<file path="src/rtl/spi_xfer_pkg.sv">
package spi_xfer_pkg;
  localparam int REG_W  = 16;
  localparam int ADDR_W = 3;

  localparam logic [ADDR_W-1:0] ADDR_CFG  = 3'd0;
  localparam logic [ADDR_W-1:0] ADDR_CTRL = 3'd1;
  localparam logic [ADDR_W-1:0] ADDR_EVT  = 3'd2;
  localparam logic [ADDR_W-1:0] ADDR_STAT = 3'd3;
  localparam logic [ADDR_W-1:0] ADDR_DATA = 3'd4;

  typedef enum logic [1:0] {ST_IDLE, ST_RUN, ST_TAIL} xferState_t;

  typedef struct packed {
    logic loadTx;
    logic shiftTx;
    logic sampleRx;
    logic pushRx;
    logic doneEv;
  } xferStrobe_t;
endpackage

</file>
<file path="src/rtl/spi_xfer_fifo.sv">
module spi_xfer_fifo #(
  parameter int W     = 8,
  parameter int DEPTH = 8
) (
  input  logic         clk,
  input  logic         rstN,
  input  logic         clr,
  input  logic         push,
  input  logic [W-1:0] pushData,
  input  logic         pop,
  output logic [W-1:0] head,
  output logic         empty,
  output logic         full
);
  localparam int AW = (DEPTH > 1) ? $clog2(DEPTH) : 1;
  localparam logic [AW-1:0] LAST_PTR = AW'(DEPTH - 1);

  logic [W-1:0] mem [DEPTH];
  logic [AW-1:0] wrPtr, rdPtr;
  logic [AW:0]   count;
  logic doPush, doPop;

  assign empty  = (count == '0);
  assign full   = (count == (AW+1)'(DEPTH));
  assign doPush = push && !full;
  assign doPop  = pop && !empty;
  assign head   = mem[rdPtr];

  always_ff @(posedge clk) begin
    if (doPush) mem[wrPtr] <= pushData;
  end

  always_ff @(posedge clk) begin
    if (!rstN || clr) begin
      wrPtr <= '0;
      rdPtr <= '0;
      count <= '0;
    end else begin
      if (doPush) wrPtr <= (wrPtr == LAST_PTR) ? '0 : wrPtr + 1'b1;
      if (doPop)  rdPtr <= (rdPtr == LAST_PTR) ? '0 : rdPtr + 1'b1;
      count <= count + (AW+1)'(doPush) - (AW+1)'(doPop);
    end
  end

  AST_NO_OVERFLOW: assert property (@(posedge clk) disable iff (!rstN)
    full && push && !pop && !clr |=> full);
endmodule

</file>
<file path="src/rtl/spi_xfer_ctrl.sv">
module spi_xfer_ctrl
  import spi_xfer_pkg::*;
#(
  parameter int BRG_W  = 6,
  parameter int WORD_W = 8
) (
  input  logic             clk,
  input  logic             rstN,
  input  logic             startReq,
  input  logic             txEmpty,
  input  logic             txHeadLast,
  input  logic [BRG_W-1:0] brg,
  input  logic             cpha,
  output xferStrobe_t      strobe,
  output logic             selN,
  output logic             sckPhase
);
  localparam int EDGES  = 2 * WORD_W;
  localparam int EDGE_W = $clog2(EDGES);
  localparam logic [EDGE_W-1:0] LAST_EDGE = EDGE_W'(EDGES - 1);

  xferState_t        state;
  logic [BRG_W-1:0]  cnt;
  logic [EDGE_W-1:0] edgeIdx;
  logic haveWord, curLast;
  logic tick, firstEdge, preload, stallHi, edgeNow;

  assign tick      = (cnt == brg);
  assign firstEdge = (edgeIdx == '0);
  // phase 0 loads its word before the first edge, phase 1 on it
  assign preload   = (state == ST_RUN) && firstEdge && !haveWord && !cpha;
  assign stallHi   = (state == ST_RUN) && firstEdge && cpha && txEmpty;
  assign edgeNow   = (state == ST_RUN) && !preload && !stallHi && tick;

  always_comb begin
    strobe          = '0;
    strobe.loadTx   = (preload && !txEmpty) || (edgeNow && cpha && firstEdge);
    strobe.shiftTx  = edgeNow && (cpha ? (!edgeIdx[0] && !firstEdge)
                                       : (edgeIdx[0] && edgeIdx != LAST_EDGE));
    strobe.sampleRx = edgeNow && (edgeIdx[0] == cpha);
    strobe.pushRx   = edgeNow && (edgeIdx == LAST_EDGE);
    strobe.doneEv   = (state == ST_TAIL) && tick;
  end

  always_ff @(posedge clk) begin
    if (!rstN) begin
      state    <= ST_IDLE;
      cnt      <= '0;
      edgeIdx  <= '0;
      haveWord <= 1'b0;
      curLast  <= 1'b0;
      selN     <= 1'b1;
      sckPhase <= 1'b0;
    end else begin
      if (strobe.loadTx) curLast <= txHeadLast;
      unique case (state)
        ST_IDLE: if (startReq && !txEmpty) begin
          state    <= ST_RUN;
          selN     <= 1'b0;
          cnt      <= '0;
          edgeIdx  <= '0;
          haveWord <= 1'b0;
        end
        ST_RUN: begin
          if (preload) begin
            if (!txEmpty) begin
              haveWord <= 1'b1;
              cnt      <= '0;
            end
          end else if (stallHi) begin
            cnt <= '0;
          end else if (tick) begin
            cnt      <= '0;
            sckPhase <= ~sckPhase;
            edgeIdx  <= edgeIdx + 1'b1;
            if (edgeIdx == LAST_EDGE) begin
              haveWord <= 1'b0;
              if (curLast) state <= ST_TAIL;
            end
          end else begin
            cnt <= cnt + 1'b1;
          end
        end
        ST_TAIL: if (tick) begin
          state <= ST_IDLE;
          selN  <= 1'b1;
          cnt   <= '0;
        end else begin
          cnt <= cnt + 1'b1;
        end
        default: state <= ST_IDLE;
      endcase
    end
  end

  AST_IDLE_SCK_PARKED: assert property (@(posedge clk) disable iff (!rstN)
    selN |-> !sckPhase);
  AST_START_NEEDS_DATA: assert property (@(posedge clk) disable iff (!rstN)
    (state == ST_IDLE) && startReq && txEmpty |=> selN);
  AST_STALL_FREEZES_SCK: assert property (@(posedge clk) disable iff (!rstN)
    (preload && txEmpty) || stallHi |=> $stable(sckPhase) && !selN);
  AST_SEL_RELEASE_FROM_TAIL: assert property (@(posedge clk) disable iff (!rstN)
    $rose(selN) |-> $past(state) == ST_TAIL);
endmodule

</file>
<file path="src/rtl/spi_xfer_dpath.sv">
module spi_xfer_dpath
  import spi_xfer_pkg::*;
#(
  parameter int BRG_W      = 6,
  parameter int WORD_W     = 8,
  parameter int FIFO_DEPTH = 8
) (
  input  logic              clk,
  input  logic              rstN,
  input  logic              regWrEn,
  input  logic              regRdEn,
  input  logic [ADDR_W-1:0] regAddr,
  input  logic [REG_W-1:0]  regWdata,
  output logic [REG_W-1:0]  regRdata,
  input  xferStrobe_t       strobe,
  input  logic              spiMiso,
  output logic              spiMosi,
  output logic              startReq,
  output logic              txEmpty,
  output logic              txHeadLast,
  output logic [BRG_W-1:0]  brg,
  output logic              cpha,
  output logic              cpol
);
  localparam int CPHA_BIT = 8;
  localparam int CPOL_BIT = 9;

  logic [2:0]        ctrlReg;
  logic              ready, doneFlag;
  logic [WORD_W-1:0] txSr, rxSr, rxNext, rxHead;
  logic [WORD_W:0]   txHead;
  logic              txFull, rxEmpty, rxFull;
  logic wrCfg, wrCtrl, wrEvt, wrData, rdData;

  assign wrCfg  = regWrEn && (regAddr == ADDR_CFG);
  assign wrCtrl = regWrEn && (regAddr == ADDR_CTRL);
  assign wrEvt  = regWrEn && (regAddr == ADDR_EVT);
  assign wrData = regWrEn && (regAddr == ADDR_DATA);
  assign rdData = regRdEn && (regAddr == ADDR_DATA);

  assign startReq   = ctrlReg[0];
  assign txHeadLast = txHead[WORD_W];
  assign spiMosi    = txSr[WORD_W-1];
  assign rxNext     = strobe.sampleRx ? {rxSr[WORD_W-2:0], spiMiso} : rxSr;

  spi_xfer_fifo #(.W(WORD_W+1), .DEPTH(FIFO_DEPTH)) u_txFifo (
    .clk(clk), .rstN(rstN), .clr(ctrlReg[2]),
    .push(wrData), .pushData(regWdata[WORD_W:0]),
    .pop(strobe.loadTx), .head(txHead), .empty(txEmpty), .full(txFull));

  spi_xfer_fifo #(.W(WORD_W), .DEPTH(FIFO_DEPTH)) u_rxFifo (
    .clk(clk), .rstN(rstN), .clr(ctrlReg[1]),
    .push(strobe.pushRx), .pushData(rxNext),
    .pop(rdData), .head(rxHead), .empty(rxEmpty), .full(rxFull));

  always_ff @(posedge clk) begin
    if (!rstN) begin
      brg      <= '0;
      cpha     <= 1'b0;
      cpol     <= 1'b0;
      ready    <= 1'b0;
      ctrlReg  <= '0;
      doneFlag <= 1'b0;
      txSr     <= '0;
      rxSr     <= '0;
    end else begin
      if (wrCfg) begin
        brg   <= regWdata[BRG_W-1:0];
        cpha  <= regWdata[CPHA_BIT];
        cpol  <= regWdata[CPOL_BIT];
        ready <= 1'b1;
      end
      ctrlReg <= wrCtrl ? regWdata[2:0] : 3'b000;
      if (strobe.doneEv)               doneFlag <= 1'b1;
      else if (wrEvt && regWdata[2])   doneFlag <= 1'b0;
      if (strobe.loadTx)       txSr <= txHead[WORD_W-1:0];
      else if (strobe.shiftTx) txSr <= {txSr[WORD_W-2:0], 1'b0};
      rxSr <= rxNext;
    end
  end

  always_comb begin
    regRdata = '0;
    unique case (regAddr)
      ADDR_CFG: begin
        regRdata[BRG_W-1:0] = brg;
        regRdata[CPHA_BIT]  = cpha;
        regRdata[CPOL_BIT]  = cpol;
      end
      ADDR_CTRL: regRdata[2:0]        = ctrlReg;
      ADDR_EVT:  regRdata[2:0]        = {doneFlag, !rxEmpty, !txFull};
      ADDR_STAT: regRdata[0]          = ready;
      ADDR_DATA: regRdata[WORD_W-1:0] = rxHead;
      default:   regRdata             = '0;
    endcase
  end

  AST_DONE_STICKY: assert property (@(posedge clk) disable iff (!rstN)
    doneFlag && !(wrEvt && regWdata[2]) |=> doneFlag);
  AST_CTRL_SELF_CLEAR: assert property (@(posedge clk) disable iff (!rstN)
    !wrCtrl |=> ctrlReg == 3'b000);
  AST_READY_HOLDS: assert property (@(posedge clk) disable iff (!rstN)
    ready |=> ready);
  AST_RX_NO_LOSS: assert property (@(posedge clk) disable iff (!rstN)
    strobe.pushRx && !rxFull && !ctrlReg[1] |=> !rxEmpty);
endmodule

</file>
<file path="src/rtl/spi_xfer_master.sv">
module spi_xfer_master
  import spi_xfer_pkg::*;
#(
  parameter int BRG_W      = 6,
  parameter int WORD_W     = 8,
  parameter int FIFO_DEPTH = 8
) (
  input  logic              clk,
  input  logic              rstN,
  input  logic              regWrEn,
  input  logic              regRdEn,
  input  logic [ADDR_W-1:0] regAddr,
  input  logic [REG_W-1:0]  regWdata,
  output logic [REG_W-1:0]  regRdata,
  output logic              spiSck,
  output logic              spiMosi,
  input  logic              spiMiso,
  output logic              spiSelN
);
  xferStrobe_t      strobe;
  logic             startReq, txEmpty, txHeadLast, cpha, cpol, sckPhase;
  logic [BRG_W-1:0] brg;

  spi_xfer_ctrl #(.BRG_W(BRG_W), .WORD_W(WORD_W)) u_ctrl (
    .clk(clk), .rstN(rstN), .startReq(startReq), .txEmpty(txEmpty),
    .txHeadLast(txHeadLast), .brg(brg), .cpha(cpha), .strobe(strobe),
    .selN(spiSelN), .sckPhase(sckPhase));

  spi_xfer_dpath #(.BRG_W(BRG_W), .WORD_W(WORD_W), .FIFO_DEPTH(FIFO_DEPTH)) u_dpath (
    .clk(clk), .rstN(rstN), .regWrEn(regWrEn), .regRdEn(regRdEn),
    .regAddr(regAddr), .regWdata(regWdata), .regRdata(regRdata),
    .strobe(strobe), .spiMiso(spiMiso), .spiMosi(spiMosi),
    .startReq(startReq), .txEmpty(txEmpty), .txHeadLast(txHeadLast),
    .brg(brg), .cpha(cpha), .cpol(cpol));

  assign spiSck = sckPhase ^ cpol;
endmodule

</file>
<file path="config.mk">
export PLATFORM = sky130hd
export DESIGN_NAME = spi_xfer_master
export DESIGN_NICKNAME = d
export VERILOG_FILES = /design/src/rtl/spi_xfer_pkg.sv /design/src/rtl/spi_xfer_fifo.sv /design/src/rtl/spi_xfer_ctrl.sv /design/src/rtl/spi_xfer_dpath.sv /design/src/rtl/spi_xfer_master.sv
export SDC_FILE = /design/constraint.sdc
export NUM_CORES = 1
export LEC_CHECK = 0
export BUFFER_PORTS_ARGS = -buffer_cell sky130_fd_sc_hd__buf_2
export CAP_MARGIN = 20
export CORE_MARGIN = 4
export CORE_UTILIZATION = 28
export DETAILED_ROUTE_END_ITERATION = 6
export GPL_TIMING_DRIVEN = 1
export PLACE_DENSITY_LB_ADDON = 0.15
export SETUP_SLACK_MARGIN = 0.15
export SLEW_MARGIN = 0
export SYNTH_ARGS = -nofsm -noshare
export SYNTH_HDL_FRONTEND = slang
export SYNTH_SLANG_ARGS = --single-unit
</file>
<file path="constraint.sdc">
create_clock -name clk -period 2.55 [get_ports clk]
set_input_delay 0.1275 -clock clk [delete_from_list [all_inputs] [get_ports clk]]
set_output_delay 0.1275 -clock clk [all_outputs]
set_load 0.02 [all_outputs]
</file>
==> results of run 1 <==
metal layers:
layer  GRT usage [%]  part of all wire (%)  vias up
met5               0                 0.034        -
met2            20.4                    49      110
met3            2.05                   4.4       33
met1            15.4                    45     2688
met4            2.87                   2.0        2
li1                -                     -     2610
per-stage QoR:
step	hold WS, ns	cell area (um^2)
4_1_cts	0.0119	10900
5_1_grt	0.0293	11000
3_3_place_gp	0.387	9910
2_1_floorplan	0.226	9120
6_report	0.0361	11000
3_5_place_dp	0.403	9910
synth_stat cells, drive strengths merged (3+ instances only):
| cell | n |
|---|---|
| xor2 | 4 |
| xnor2 | 10 |
| ha | 27 |
| a21oi | 28 |
| nand4 | 8 |
| nor2 | 41 |
| nand3 | 9 |
| clkbuf | 17 |
| mux4 | 35 |
| edfxtp | 136 |
| and2 | 16 |
| dfxtp | 71 |
| inv | 23 |
| or3 | 6 |
| a21o | 3 |
| mux2 | 9 |
| nand2b | 11 |
| nor3 | 10 |
| a211oi | 5 |
| nor2b | 6 |
| nand3b | 3 |
| o21ai | 21 |
| nand2 | 51 |
| nor3b | 4 |
| o22ai | 3 |
| or4 | 4 |
| a31oi | 6 |
| or2 | 5 |
| mux2i | 33 |
| o211ai | 6 |
| buf | 17 |
| and3 | 4 |
area by class of cell:
cell class                      instances  share of cell area (%)
Clock buffer                           34                    6.59
Clock inverter                         10                   0.897
Inverter                               23                   0.806
Multi-Input combinational cell        395                    31.2
Sequential cell                       207                    50.1
Tap cell                              402                    4.57
Timing Repair Buffer                   89                    5.79
worst max path at each step:
stage / to / slack, ns / from
final: u_dpath.u_txFifo.count[1]$_SDFF_PP0_ / 0.16 / u_ctrl.edgeIdx[0]$_SDFFE_PN0P_
after global routing: u_dpath.u_rxFifo.count[2]$_SDFF_PP0_ / 0.03 / u_dpath.u_txFifo.count[2]$_SDFF_PP0_
after CTS: u_dpath.u_rxFifo.count[2]$_SDFF_PP0_ / 0.13 / u_ctrl.edgeIdx[0]$_SDFFE_PN0P_
after detailed placement: u_dpath.u_rxFifo.count[2]$_SDFF_PP0_ / -0.02 / u_ctrl.edgeIdx[0]$_SDFFE_PN0P_
after global placement: u_dpath.u_rxFifo.count[2]$_SDFF_PP0_ / 0.08 / u_ctrl.edgeIdx[0]$_SDFFE_PN0P_
after floorplan: u_dpath.u_txFifo.count[2]$_SDFF_PP0_ / 0.06 / u_ctrl.edgeIdx[0]$_SDFFE_PN0P_
sequential cells by signal (all words and copies together), names as in the netlist, 2 cells and up, named ones only:
name and cells:
u_dpath.u_txFifo.mem 72, u_dpath.u_rxFifo.mem 64, u_dpath.rxSr 8, u_dpath.txSr 8
u_ctrl.cnt 6, u_dpath.brg 6, u_ctrl.edgeIdx 4, u_dpath.u_rxFifo.count 4
u_dpath.u_txFifo.count 4, u_dpath.ctrlReg 3, u_dpath.u_rxFifo.rdPtr 3, u_dpath.u_rxFifo.wrPtr 3
u_dpath.u_txFifo.rdPtr 3, u_dpath.u_txFifo.wrPtr 3, u_ctrl.state 2
report_power, final:
group	internal, mW	switching, mW
sequential	3.60	0.0340
clock	2.10	1.36
combinational	0.250	0.355
total	5.94	1.75
critical path, delay by kind of cell, from the launching register on:
| kind | cells | cell delay (ns) |
|---|---|---|
| xor gates and xnor gates | 1 | 0.19 |
| adders and majority gates | 3 | 0.78 |
| buffers and inverters | 1 | 0.06 |
| DFF | 1 | 0.37 |
| and+or+nand+nor | 4 | 0.88 |
repair_timing:
action,4_1_cts,5_1_grt
endpoints found under the hold margin,83,0
resized for setup,11,22
setup buffers,4,6
endpoints found under the setup margin,56,23
pin swaps,2,10
hold buffers,10,0
gates cloned,0,0
cells by family (layout without fill, tap and decap cells):
group	count (synthesis)	after routing	share of synthesized area, %
AOI/OAI and AO/OA	84	84	6.12
xor gates and xnor gates	14	14	1.36
adders and majority gates	29	29	4.20
buffers and inverters	57	156	2.81
DFF	207	207	61.2
muxes	77	77	13.6
other	1	6	0.0417
and+or+nand+nor	185	185	10.8
==> run_summary.xml, run 1 <==
<?xml version="1.0" encoding="UTF-8"?>
<metrics>
  <group name="clock_network">
    <metric name="clk-insertion-delay-late" unit="ns">0.52</metric>
    <metric name="tritoncts.num_buffers" unit="">24</metric>
    <metric name="cell_at_the_root_of_the_clock_tree" unit="">sky130_fd_sc_hd__clkbuf_16</metric>
    <metric name="clock_sink_count" unit="">207</metric>
    <metric name="clockBufferDepth" unit="">3</metric>
    <metric name="cts_tree" unit="">done</metric>
    <metric name="path_clk_slew" unit="ns">0.07</metric>
    <metric name="htreeDepth" unit="">1</metric>
  </group>
  <group name="floorplan">
    <metric name="die_height" unit="um">187</metric>
    <metric name="std_cell_rows" unit="">65</metric>
    <metric name="io_pins" unit="">43</metric>
    <metric name="core_region_area" unit="um^2">31600</metric>
    <metric name="start_util" unit="%">28.5</metric>
    <metric name="floorplan.die_area" unit="um^2">35100</metric>
    <metric name="fp.dieW" unit="um">187</metric>
  </group>
  <group name="worst_setup_path">
    <metric name="required" unit="ns">2.97</metric>
    <metric name="rrSetupSlack" unit="ns">0.16</metric>
    <metric name="worstPathMaxFanout" unit="">4</metric>
    <metric name="critPathLaunchType" unit="">flip-flop</metric>
    <metric name="timing.reg2reg.worst_path_depth" unit="">9</metric>
    <metric name="slowest_delay" unit="ns">0.44</metric>
    <metric name="crit_chain" unit="">inv_4 -&gt; ha_4 -&gt; or3b_4 -&gt; nor3_4 -&gt; nand2b_1 -&gt; xor2_1 -&gt; ha_2 -&gt; fa_2 -&gt; and2_4</metric>
    <metric name="endpoint_kind" unit="">flip-flop</metric>
    <metric name="regToRegEndpoint" unit="">u_dpath.u_txFifo.count[1]$_SDFF_PP0_</metric>
    <metric name="startpoint_of_the_lowest_slack_register_to_register_path" unit="">u_ctrl.edgeIdx[0]$_SDFFE_PN0P_</metric>
    <metric name="standard_cell_with_the_maximum_stage_delay_on_the_critical_path" unit="">sky130_fd_sc_hd__fa_2</metric>
    <metric name="worstSetupPathType" unit="">reg -&gt; reg</metric>
    <metric name="crit_arrival" unit="ns">2.82</metric>
  </group>
  <group name="logic_synthesis">
    <metric name="postSynthCellCount" unit="">654</metric>
    <metric name="yosys-top-cells-area" unit="">sky130_fd_sc_hd__edfxtp_1 (45%), sky130_fd_sc_hd__dfxtp_1 (16%), sky130_fd_sc_hd__mux4_2 (8.8%)</metric>
    <metric name="synth-async-reset-ratio" unit="%">0</metric>
    <metric name="ys_seq_area_share" unit="%">61.2</metric>
    <metric name="synth-seq-cells" unit="">207</metric>
    <metric name="syn_area_per_cell" unit="um^2">13.8</metric>
    <metric name="synthDistinctLibCells" unit="">62</metric>
    <metric name="synth_enable_flop_cells" unit="">136</metric>
    <metric name="synth_top_area_share" unit="%">45.4</metric>
    <metric name="synth_ff_type" unit="">sky130_fd_sc_hd__edfxtp_1</metric>
    <metric name="synthDominantAreaCellType" unit="">sky130_fd_sc_hd__edfxtp_1</metric>
    <metric name="syn-cell-area" unit="um^2">9000</metric>
    <metric name="synth-warning-count" unit="">0</metric>
  </group>
  <group name="place">
    <metric name="finalWeightedCongestion" unit="">0.781</metric>
    <metric name="dp.final_hpwl" unit="um">14500</metric>
    <metric name="pre_cts_slack" unit="ns">-0.0150</metric>
    <metric name="placement.io_buffers" unit="">30</metric>
    <metric name="dp.cells" unit="">1096</metric>
  </group>
  <group name="routing">
    <metric name="detail_route.wl_per_cell" unit="um">18.0</metric>
    <metric name="drc" unit="">0</metric>
    <metric name="drtAntennaViolNets" unit="">0</metric>
    <metric name="vias" unit="">5443</metric>
    <metric name="drt_wl_total" unit="um">20800</metric>
    <metric name="first_pass_iters" unit="">4</metric>
    <metric name="drt_iter0_drc" unit="">342</metric>
    <metric name="via_per_inst" unit="">4.69</metric>
  </group>
  <group name="grt">
    <metric name="groute.usage.overall" unit="%">11.8</metric>
    <metric name="global_route.overflow_total" unit="">0</metric>
    <metric name="grt_start_max_net_pins" unit="">21</metric>
    <metric name="antenna_found_initial" unit="">1</metric>
    <metric name="global_route_wire_length_before_repair" unit="um">32700</metric>
    <metric name="first_global_vias" unit="">5656</metric>
  </group>
  <group name="final_layout">
    <metric name="multi_input_comb_area" unit="um^2">3440</metric>
    <metric name="layout-area-overhead-vs-synth" unit="%">22.4</metric>
    <metric name="final_net_count" unit="">793</metric>
    <metric name="seqCellArea" unit="um^2">5520</metric>
    <metric name="final_common_cell" unit="">sky130_fd_sc_hd__edfxtp_1</metric>
    <metric name="insertedDiodeCount" unit="">0</metric>
    <metric name="postLayoutCoreUtil" unit="%">34.8</metric>
    <metric name="post_route_cells_drive_above_1_share" unit="%">28.4</metric>
    <metric name="instances_no_fill" unit="">1160</metric>
    <metric name="most_frequent_cells_in_the_layout" unit="">sky130_fd_sc_hd__edfxtp_1 (136), sky130_fd_sc_hd__dfxtp_1 (61), sky130_fd_sc_hd__nand2_1 (51)</metric>
    <metric name="final.fill_count" unit="">3040</metric>
  </group>
  <group name="timing">
    <metric name="finalMaxSlewViolations" unit="">0</metric>
    <metric name="fin_crit" unit="ns">2.39</metric>
    <metric name="fin_ws" unit="ns">0.157</metric>
    <metric name="slew-limit-headroom" unit="%">57.4</metric>
    <metric name="setup_tns" unit="ns">0</metric>
    <metric name="achievable-frequency" unit="MHz">418</metric>
    <metric name="setup_viol" unit="">0</metric>
    <metric name="grt_setup_unrepaired" unit="">yes</metric>
    <metric name="finalHoldViolCount" unit="">0</metric>
    <metric name="finClkSkew" unit="ns">0.0302</metric>
    <metric name="final_min_period_over_clock_period" unit="%">93.9</metric>
    <metric name="worst_pin_slew" unit="ns">0.639</metric>
  </group>
  <group name="power">
    <metric name="report.power.total" unit="mW">7.70</metric>
    <metric name="vdd_drop_max" unit="mV">0.431</metric>
    <metric name="total_leakage_power" unit="nW">3.89</metric>
    <metric name="power-per-cell-area" unit="nW/um^2">698</metric>
  </group>
  <group name="job">
    <metric name="max_cap_viol_count" unit="">0</metric>
  </group>
  <group name="worst_hold_path">
    <metric name="worst_hold_class" unit="">in -&gt; reg</metric>
    <metric name="hold-path-endpoint" unit="">u_dpath.rxSr[6]$_SDFF_PN0_</metric>
    <metric name="hold_path.startpoint" unit="">rstN</metric>
    <metric name="hold_depth" unit="">2</metric>
  </group>
  <group name="status">
    <metric name="outcome" unit="">finished, final reports clean</metric>
  </group>
</metrics>
Power figures use the tool's default switching activity.
==> run 2: changes to the inputs <==
--- a/config.mk
+++ b/config.mk
@@ -5,8 +5,8 @@
 export SDC_FILE = /design/constraint.sdc
 export NUM_CORES = 1
 export LEC_CHECK = 0
+export ABC_AREA = 1
 export BUFFER_PORTS_ARGS = -buffer_cell sky130_fd_sc_hd__buf_2
-export CAP_MARGIN = 20
 export CORE_MARGIN = 4
 export CORE_UTILIZATION = 28
 export DETAILED_ROUTE_END_ITERATION = 6
==> run_summary.xml, run 2 <==
<?xml version="1.0" encoding="UTF-8"?>
<metrics>
  <group name="status">
    <metric name="outcome" unit="">finished, final reports clean</metric>
  </group>
  <group name="worst_setup_path">
    <metric name="worstPathMaxFanout" unit="">16</metric>
    <metric name="crit_arrival" unit="ns">2.16</metric>
    <metric name="worstSetupPathType" unit="">reg -&gt; out</metric>
    <metric name="standard_cell_with_the_maximum_stage_delay_on_the_critical_path" unit="">sky130_fd_sc_hd__dfxtp_1</metric>
    <metric name="critPathLaunchType" unit="">flip-flop</metric>
    <metric name="slowest_delay" unit="ns">0.37</metric>
    <metric name="crit_chain" unit="">buf_4 -&gt; o21ai_0 -&gt; o221ai_1 -&gt; nand3_1 -&gt; o21ai_0 -&gt; buf_2</metric>
    <metric name="required" unit="ns">2.42</metric>
    <metric name="crit_top_cell" unit="">sky130_fd_sc_hd__o21ai_0</metric>
    <metric name="endpoint_kind" unit="">output port</metric>
  </group>
  <group name="floorplan">
    <metric name="fp.dieW" unit="um">187</metric>
    <metric name="die_height" unit="um">187</metric>
    <metric name="core_region_area" unit="um^2">31600</metric>
    <metric name="io_pins" unit="">43</metric>
    <metric name="floorplan.die_area" unit="um^2">34900</metric>
    <metric name="start_util" unit="%">28.3</metric>
    <metric name="std_cell_rows" unit="">65</metric>
  </group>
  <group name="grt">
    <metric name="global_route_wire_length_before_repair" unit="um">35500</metric>
    <metric name="groute.usage.overall" unit="%">12.7</metric>
    <metric name="first_global_vias" unit="">6172</metric>
    <metric name="global_route.overflow_total" unit="">0</metric>
    <metric name="grt_start_max_net_pins" unit="">37</metric>
    <metric name="antenna_found_initial" unit="">0</metric>
  </group>
  <group name="clock_network">
    <metric name="clock_sink_count" unit="">207</metric>
    <metric name="htreeDepth" unit="">1</metric>
    <metric name="tritoncts.num_buffers" unit="">25</metric>
    <metric name="path_clk_slew" unit="ns">0.06</metric>
    <metric name="clockBufferDepth" unit="">3</metric>
    <metric name="cell_at_the_root_of_the_clock_tree" unit="">sky130_fd_sc_hd__clkbuf_16</metric>
    <metric name="cts_tree" unit="">done</metric>
    <metric name="clk-insertion-delay-late" unit="ns">0.53</metric>
  </group>
  <group name="logic_synthesis">
    <metric name="synth_ff_type" unit="">sky130_fd_sc_hd__edfxtp_1</metric>
    <metric name="postSynthCellCount" unit="">886</metric>
    <metric name="yosys-top-cells-area" unit="">sky130_fd_sc_hd__edfxtp_1 (46%), sky130_fd_sc_hd__dfxtp_1 (16%), sky130_fd_sc_hd__nor2_1 (6.0%)</metric>
    <metric name="synth-async-reset-ratio" unit="%">0</metric>
    <metric name="synthDominantAreaCellType" unit="">sky130_fd_sc_hd__edfxtp_1</metric>
    <metric name="synth_top_area_share" unit="%">45.7</metric>
    <metric name="syn-cell-area" unit="um^2">8940</metric>
    <metric name="synth_top_cells_by_count" unit="">sky130_fd_sc_hd__nor2_1 (143), sky130_fd_sc_hd__edfxtp_1 (136), sky130_fd_sc_hd__nand2_1 (132)</metric>
    <metric name="synth-seq-cells" unit="">207</metric>
    <metric name="synthDistinctLibCells" unit="">45</metric>
    <metric name="syn_area_per_cell" unit="um^2">10.1</metric>
    <metric name="synthMostInstantiatedCell" unit="">sky130_fd_sc_hd__nor2_1</metric>
    <metric name="synth-warning-count" unit="">0</metric>
    <metric name="synth_enable_flop_cells" unit="">136</metric>
    <metric name="ys_seq_area_share" unit="%">61.6</metric>
  </group>
  <group name="final_layout">
    <metric name="largest_register_ff_count" unit="">72</metric>
    <metric name="postLayoutCoreUtil" unit="%">34.5</metric>
    <metric name="post_route_cells_drive_above_1_share" unit="%">17.2</metric>
    <metric name="final.fill_count" unit="">3223</metric>
    <metric name="final_net_count" unit="">1028</metric>
    <metric name="final_common_cell" unit="">sky130_fd_sc_hd__nor2_1</metric>
    <metric name="reg.largest.list" unit="">u_dpath.u_txFifo.mem (72), u_dpath.u_rxFifo.mem (64)</metric>
    <metric name="max_flop_register" unit="">u_dpath.u_txFifo.mem</metric>
    <metric name="most_frequent_cells_in_the_layout" unit="">sky130_fd_sc_hd__nor2_1 (140), sky130_fd_sc_hd__edfxtp_1 (136), sky130_fd_sc_hd__nand2_1 (129)</metric>
    <metric name="seqCellArea" unit="um^2">5520</metric>
    <metric name="multi_input_comb_area" unit="um^2">3060</metric>
    <metric name="layout-area-overhead-vs-synth" unit="%">21.6</metric>
    <metric name="insertedDiodeCount" unit="">0</metric>
  </group>
  <group name="power">
    <metric name="power.clock.fraction" unit="%">41.1</metric>
    <metric name="power-per-cell-area" unit="nW/um^2">778</metric>
    <metric name="power_frac_comb" unit="%">14.8</metric>
    <metric name="switching_power_total" unit="mW">2.28</metric>
    <metric name="vdd_drop_max" unit="mV">0.420</metric>
    <metric name="total_leakage_power" unit="nW">4.17</metric>
    <metric name="power.share.switching" unit="%">27.0</metric>
    <metric name="sequential_fraction_of_design_power" unit="%">44.1</metric>
    <metric name="internal-power" unit="mW">6.18</metric>
    <metric name="report.power.total" unit="mW">8.46</metric>
  </group>
  <group name="timing">
    <metric name="setup_viol" unit="">0</metric>
    <metric name="finalHoldViolCount" unit="">0</metric>
    <metric name="slew-limit-headroom" unit="%">57.2</metric>
    <metric name="achievable-frequency" unit="MHz">438</metric>
    <metric name="finClkSkew" unit="ns">0.0325</metric>
    <metric name="worst_pin_slew" unit="ns">0.641</metric>
    <metric name="fin_crit" unit="ns">2.28</metric>
    <metric name="grt_setup_unrepaired" unit="">yes</metric>
    <metric name="finalMaxSlewViolations" unit="">0</metric>
    <metric name="hold_ws" unit="ns">0.0895</metric>
    <metric name="setup_tns" unit="ns">0</metric>
    <metric name="final_min_period_over_clock_period" unit="%">89.6</metric>
  </group>
  <group name="routing">
    <metric name="vias" unit="">6353</metric>
    <metric name="drc" unit="">0</metric>
    <metric name="drtAntennaViolNets" unit="">0</metric>
    <metric name="drt_iter0_drc" unit="">463</metric>
    <metric name="drt_wl_total" unit="um">22500</metric>
    <metric name="detail_route.wl_per_cell" unit="um">16.1</metric>
    <metric name="via_per_inst" unit="">4.55</metric>
    <metric name="first_pass_iters" unit="">4</metric>
  </group>
  <group name="worst_hold_path">
    <metric name="worst_hold_class" unit="">in -&gt; reg</metric>
  </group>
  <group name="job">
    <metric name="max_cap_viol_count" unit="">0</metric>
  </group>
  <group name="place">
    <metric name="dp.final_hpwl" unit="um">14600</metric>
    <metric name="placement.io_buffers" unit="">30</metric>
    <metric name="finalWeightedCongestion" unit="">0.791</metric>
  </group>
</metrics>
run 2: layout make-up:
cell class | instances | share of cell area, %
Clock inverter | 15 | 1.36
Sequential cell | 207 | 50.8
Multi-Input combinational cell | 568 | 28.2
Tap cell | 402 | 4.63
Inverter | 81 | 2.92
Clock buffer | 31 | 6.05
Timing Repair Buffer | 92 | 6.10
run 2: per-stage QoR:
stage	std cells	instance area (um^2)	worst slack, ns
2_1_floorplan	891	8970	0.107
3_3_place_gp	1328	9750	0.112
3_5_place_dp	1328	9750	0.0826
4_1_cts	1392	10700	0.156
5_1_grt	1396	10900	0.130
6_report	1396	10900	0.266
run 2: kinds of logic (layout without fill, tap and decap cells):
kind of cell | count (synthesis) | after routing | synth area share, %
adder cells (fa/ha/maj) | 29 | 29 | 4.23
buffers and inverters | 116 | 219 | 5.43
XOR/XNOR | 6 | 6 | 0.588
other | 1 | 6 | 0.0419
flip-flops | 207 | 207 | 61.6
AO/OA/AOI/OAI | 187 | 187 | 12.0
AND/OR/NAND/NOR | 340 | 340 | 16.2
run 2: worst paths after layout:
kind	start	to	slack (ns)	depth (start not counted)
max	flip-flop	regRdata[4]	0.27	6
min	regRdEn	u_dpath.u_rxFifo.rdPtr[0]$_SDFFE_PP0P_	0.09	4
max reg2reg	u_ctrl.state[1]$_SDFFE_PN0P_	u_dpath.u_rxFifo.count[1]$_SDFF_PP0_	0.29	14
min reg2reg	u_dpath.txSr[5]$_SDFFE_PN0P_	u_dpath.txSr[5]$_SDFFE_PN0P_	0.47	2
run 2: timing repair:
item,in CTS,in global routing
buffers inserted,2,4
hold buffers,16,0
pin swaps,3,9
resized for setup,4,30
endpoints found under the hold margin,81,0
cloned,0,0
endpoints found under the setup margin,8,76
run 2: routing by layer:
metal	global-route usage (%)	share of wire [%]
met2	20.2	44
met3	2.13	3.8
met1	18.2	50
met5	0	0
met4	2.93	1.7
run 2: power by group through the flow:
| stage | clock [mW] | combinational, mW | sequential [mW] |
|---|---|---|---|
| floorplan | 0 | 0.831 | 3.79 |
| global route | 3.73 | 1.44 | 3.75 |
| global placement | 0 | 1.21 | 3.80 |
| detailed placement | 0 | 1.22 | 3.80 |
| finish | 3.48 | 1.25 | 3.73 |
| CTS | 3.57 | 1.24 | 3.73 |
run 2: critical path, delay by kind of cell, from the launching register on:
kind | cells | cell delay [ns]
simple gates | 1 | 0.14
buf+inv | 2 | 0.54
flops | 1 | 0.37
compound gates | 3 | 0.58
==> run 3: changes to the inputs <==
--- a/config.mk
+++ b/config.mk
@@ -8,7 +8,7 @@
 export ABC_AREA = 1
 export BUFFER_PORTS_ARGS = -buffer_cell sky130_fd_sc_hd__buf_2
 export CORE_MARGIN = 4
-export CORE_UTILIZATION = 28
+export CORE_UTILIZATION = 40
 export DETAILED_ROUTE_END_ITERATION = 6
 export GPL_TIMING_DRIVEN = 1
 export PLACE_DENSITY_LB_ADDON = 0.15
==> run_summary.xml, run 3 (synthesis results as in run 2) <==
<?xml version="1.0" encoding="UTF-8"?>
<metrics>
  <group name="floorplan">
    <metric name="core_region_area" unit="um^2">21900</metric>
    <metric name="start_util" unit="%">40.8</metric>
    <metric name="std_cell_rows" unit="">54</metric>
    <metric name="floorplan.die_area" unit="um^2">24800</metric>
    <metric name="io_pins" unit="">43</metric>
    <metric name="fp.dieW" unit="um">157</metric>
    <metric name="die_height" unit="um">157</metric>
  </group>
  <group name="worst_hold_path">
    <metric name="worst_hold_class" unit="">in -&gt; reg</metric>
  </group>
  <group name="routing">
    <metric name="drtAntennaViolNets" unit="">0</metric>
    <metric name="detail_route.wl_per_cell" unit="um">16.6</metric>
    <metric name="first_pass_iters" unit="">5</metric>
    <metric name="drc" unit="">0</metric>
    <metric name="drt_iter0_drc" unit="">405</metric>
    <metric name="via_per_inst" unit="">5.01</metric>
    <metric name="vias" unit="">6403</metric>
    <metric name="drt_wl_total" unit="um">21200</metric>
  </group>
  <group name="worst_setup_path">
    <metric name="required" unit="ns">2.94</metric>
    <metric name="standard_cell_with_the_maximum_stage_delay_on_the_critical_path" unit="">sky130_fd_sc_hd__fa_2</metric>
    <metric name="worstPathMaxFanout" unit="">6</metric>
    <metric name="endpoint_kind" unit="">flip-flop</metric>
    <metric name="slowest_delay" unit="ns">0.37</metric>
    <metric name="crit_chain" unit="">inv_4 -&gt; ha_4 -&gt; nand4_1 -&gt; nor2_4 -&gt; nor2_4 -&gt; nand2_4 -&gt; clkinv_4 -&gt; nand2_4 -&gt; ha_4 -&gt; inv_2 -&gt; ha_2 -&gt; inv_2 -&gt; fa_2 -&gt; xor2_1 -&gt; nor2_1</metric>
    <metric name="worstSetupPathType" unit="">reg -&gt; reg</metric>
    <metric name="crit_arrival" unit="ns">2.70</metric>
    <metric name="critPathLaunchType" unit="">flip-flop</metric>
  </group>
  <group name="timing">
    <metric name="finalMaxSlewViolations" unit="">0</metric>
    <metric name="fin_crit" unit="ns">2.31</metric>
    <metric name="finalHoldViolCount" unit="">0</metric>
    <metric name="slew-limit-headroom" unit="%">62.7</metric>
    <metric name="achievable-frequency" unit="MHz">433</metric>
    <metric name="finClkSkew" unit="ns">0.00766</metric>
    <metric name="setup_tns" unit="ns">0</metric>
    <metric name="final_min_period_over_clock_period" unit="%">90.7</metric>
    <metric name="setup_viol" unit="">0</metric>
    <metric name="grt_setup_unrepaired" unit="">yes</metric>
    <metric name="worst_pin_slew" unit="ns">0.559</metric>
  </group>
  <group name="place">
    <metric name="placement.io_buffers" unit="">30</metric>
    <metric name="post_detailed_placement_cell_area" unit="um^2">9570</metric>
    <metric name="dp.final_hpwl" unit="um">13700</metric>
    <metric name="finalWeightedCongestion" unit="">0.796</metric>
  </group>
  <group name="final_layout">
    <metric name="most_frequent_cells_in_the_layout" unit="">sky130_fd_sc_hd__nor2_1 (141), sky130_fd_sc_hd__edfxtp_1 (136), sky130_fd_sc_hd__nand2_1 (130)</metric>
    <metric name="final_common_cell" unit="">sky130_fd_sc_hd__nor2_1</metric>
    <metric name="layout-area-overhead-vs-synth" unit="%">19.3</metric>
    <metric name="post_route_cells_drive_above_1_share" unit="%">17.0</metric>
    <metric name="reg.largest.list" unit="">u_dpath.u_txFifo.mem (72), u_dpath.u_rxFifo.mem (64)</metric>
    <metric name="largest_register_ff_count" unit="">72</metric>
    <metric name="insertedDiodeCount" unit="">0</metric>
    <metric name="max_flop_register" unit="">u_dpath.u_txFifo.mem</metric>
    <metric name="fin_area" unit="um^2">10700</metric>
    <metric name="final_net_count" unit="">1032</metric>
  </group>
  <group name="status">
    <metric name="outcome" unit="">finished, final reports clean</metric>
  </group>
  <group name="grt">
    <metric name="antenna_found_initial" unit="">0</metric>
    <metric name="global_route.overflow_total" unit="">0</metric>
    <metric name="grt_start_max_net_pins" unit="">37</metric>
    <metric name="first_global_vias" unit="">6182</metric>
    <metric name="global_route_wire_length_before_repair" unit="um">33700</metric>
    <metric name="groute.usage.overall" unit="%">17.3</metric>
  </group>
  <group name="clock_network">
    <metric name="path_clk_slew" unit="ns">0.06</metric>
    <metric name="cts_tree" unit="">done</metric>
    <metric name="clk-insertion-delay-late" unit="ns">0.50</metric>
    <metric name="clockBufferDepth" unit="">3</metric>
    <metric name="cell_at_the_root_of_the_clock_tree" unit="">sky130_fd_sc_hd__clkbuf_16</metric>
    <metric name="tritoncts.num_buffers" unit="">24</metric>
    <metric name="clock_sink_count" unit="">207</metric>
    <metric name="htreeDepth" unit="">1</metric>
  </group>
  <group name="power">
    <metric name="vdd_drop_max" unit="mV">0.460</metric>
    <metric name="power-per-cell-area" unit="nW/um^2">757</metric>
    <metric name="total_leakage_power" unit="nW">4.14</metric>
  </group>
  <group name="job">
    <metric name="max_cap_viol_count" unit="">0</metric>
  </group>
</metrics>
## run 3: cell count changes in the layout (fill, tap and decap cells not counted), moves of 3 or more
cell / delta
sky130_fd_sc_hd__clkinv_1: +5
sky130_fd_sc_hd__o21ai_0: -3
sky130_fd_sc_hd__buf_4: +5
sky130_fd_sc_hd__dfxtp_2: -3
sky130_fd_sc_hd__clkinv_2: -4
## run 3: stage by stage
step | total power [mW] | instances | utilization [%] | setup slack (ns) | hold slack [ns]
finish | 8.07 | 1277 | 48.7 | 0.238 | 0.0482
global route | 8.50 | 1277 | 48.7 | 0.0862 | 0.0480
CTS | 8.10 | 1266 | 47.9 | 0.0951 | 0.0276
detailed placement | 4.96 | 1203 | 43.7 | 0.0972 | 0.427
global placement | 4.95 | 1203 | 43.7 | 0.113 | 0.428
floorplan | 4.62 | 891 | - | 0.107 | 0.226
## run 3: power breakdown
group	switching (mW)	internal (mW)	leakage (nW)
clock network	1.28	1.81	0.346
registers	0.0759	3.67	1.83
logic	0.783	0.446	1.96
## run 3: area by class of cell
type | instances | area [um^2]
inverters | 81 | 322
clock buffers | 33 | 666
clock inverters | 11 | 48.8
flip-flops and latches | 207 | 5520
well taps | 280 | 350
multi-input cells | 568 | 3060
fillers | 2050 | 11200
repair inverters | 1 | 7.51
repair buffers | 96 | 688
## run 3: worst paths after layout
| path | from | to | slack (ns) | depth (start not counted) |
|---|---|---|---|---|
| worst min register to register | u_dpath.ready$_SDFFE_PN0P_ | u_dpath.ready$_SDFFE_PN0P_ | 0.46 | 2 |
| worst min-delay path | rstN | u_ctrl.selN$_SDFFE_PN1P_ | 0.05 | 3 |
| worst max register to register | u_ctrl.state[1]$_SDFFE_PN0P_ | u_dpath.u_rxFifo.count[2]$_SDFF_PP0_ | 0.24 | 15 |
| worst max-delay path | u_ctrl.state[1]$_SDFFE_PN0P_ | u_dpath.u_rxFifo.count[2]$_SDFF_PP0_ | 0.24 | 15 |
## run 3: timing repair
item	CTS	global route
hold buffers	15	0
resized for setup	7	33
buffers inserted	3	11
endpoints found under the setup margin	9	62
hold endpoints to repair	78	0
pin swaps	2	12
cloned	1	0
## run 3: routing by layer
layer	track usage (%)	part of all wire [%]
met1	25.0	48
met2	27.6	46
met3	2.58	4.3
met4	4.34	2.1
met5	0	0
## run 3: critical path, delay by kind of cell, from the launching register on
family | cells | cell delay, ns
xor gates and xnor gates | 1 | 0.16
adders and majority gates | 4 | 0.94
buffers and inverters | 4 | 0.19
DFF | 1 | 0.35
and+or+nand+nor | 6 | 0.55
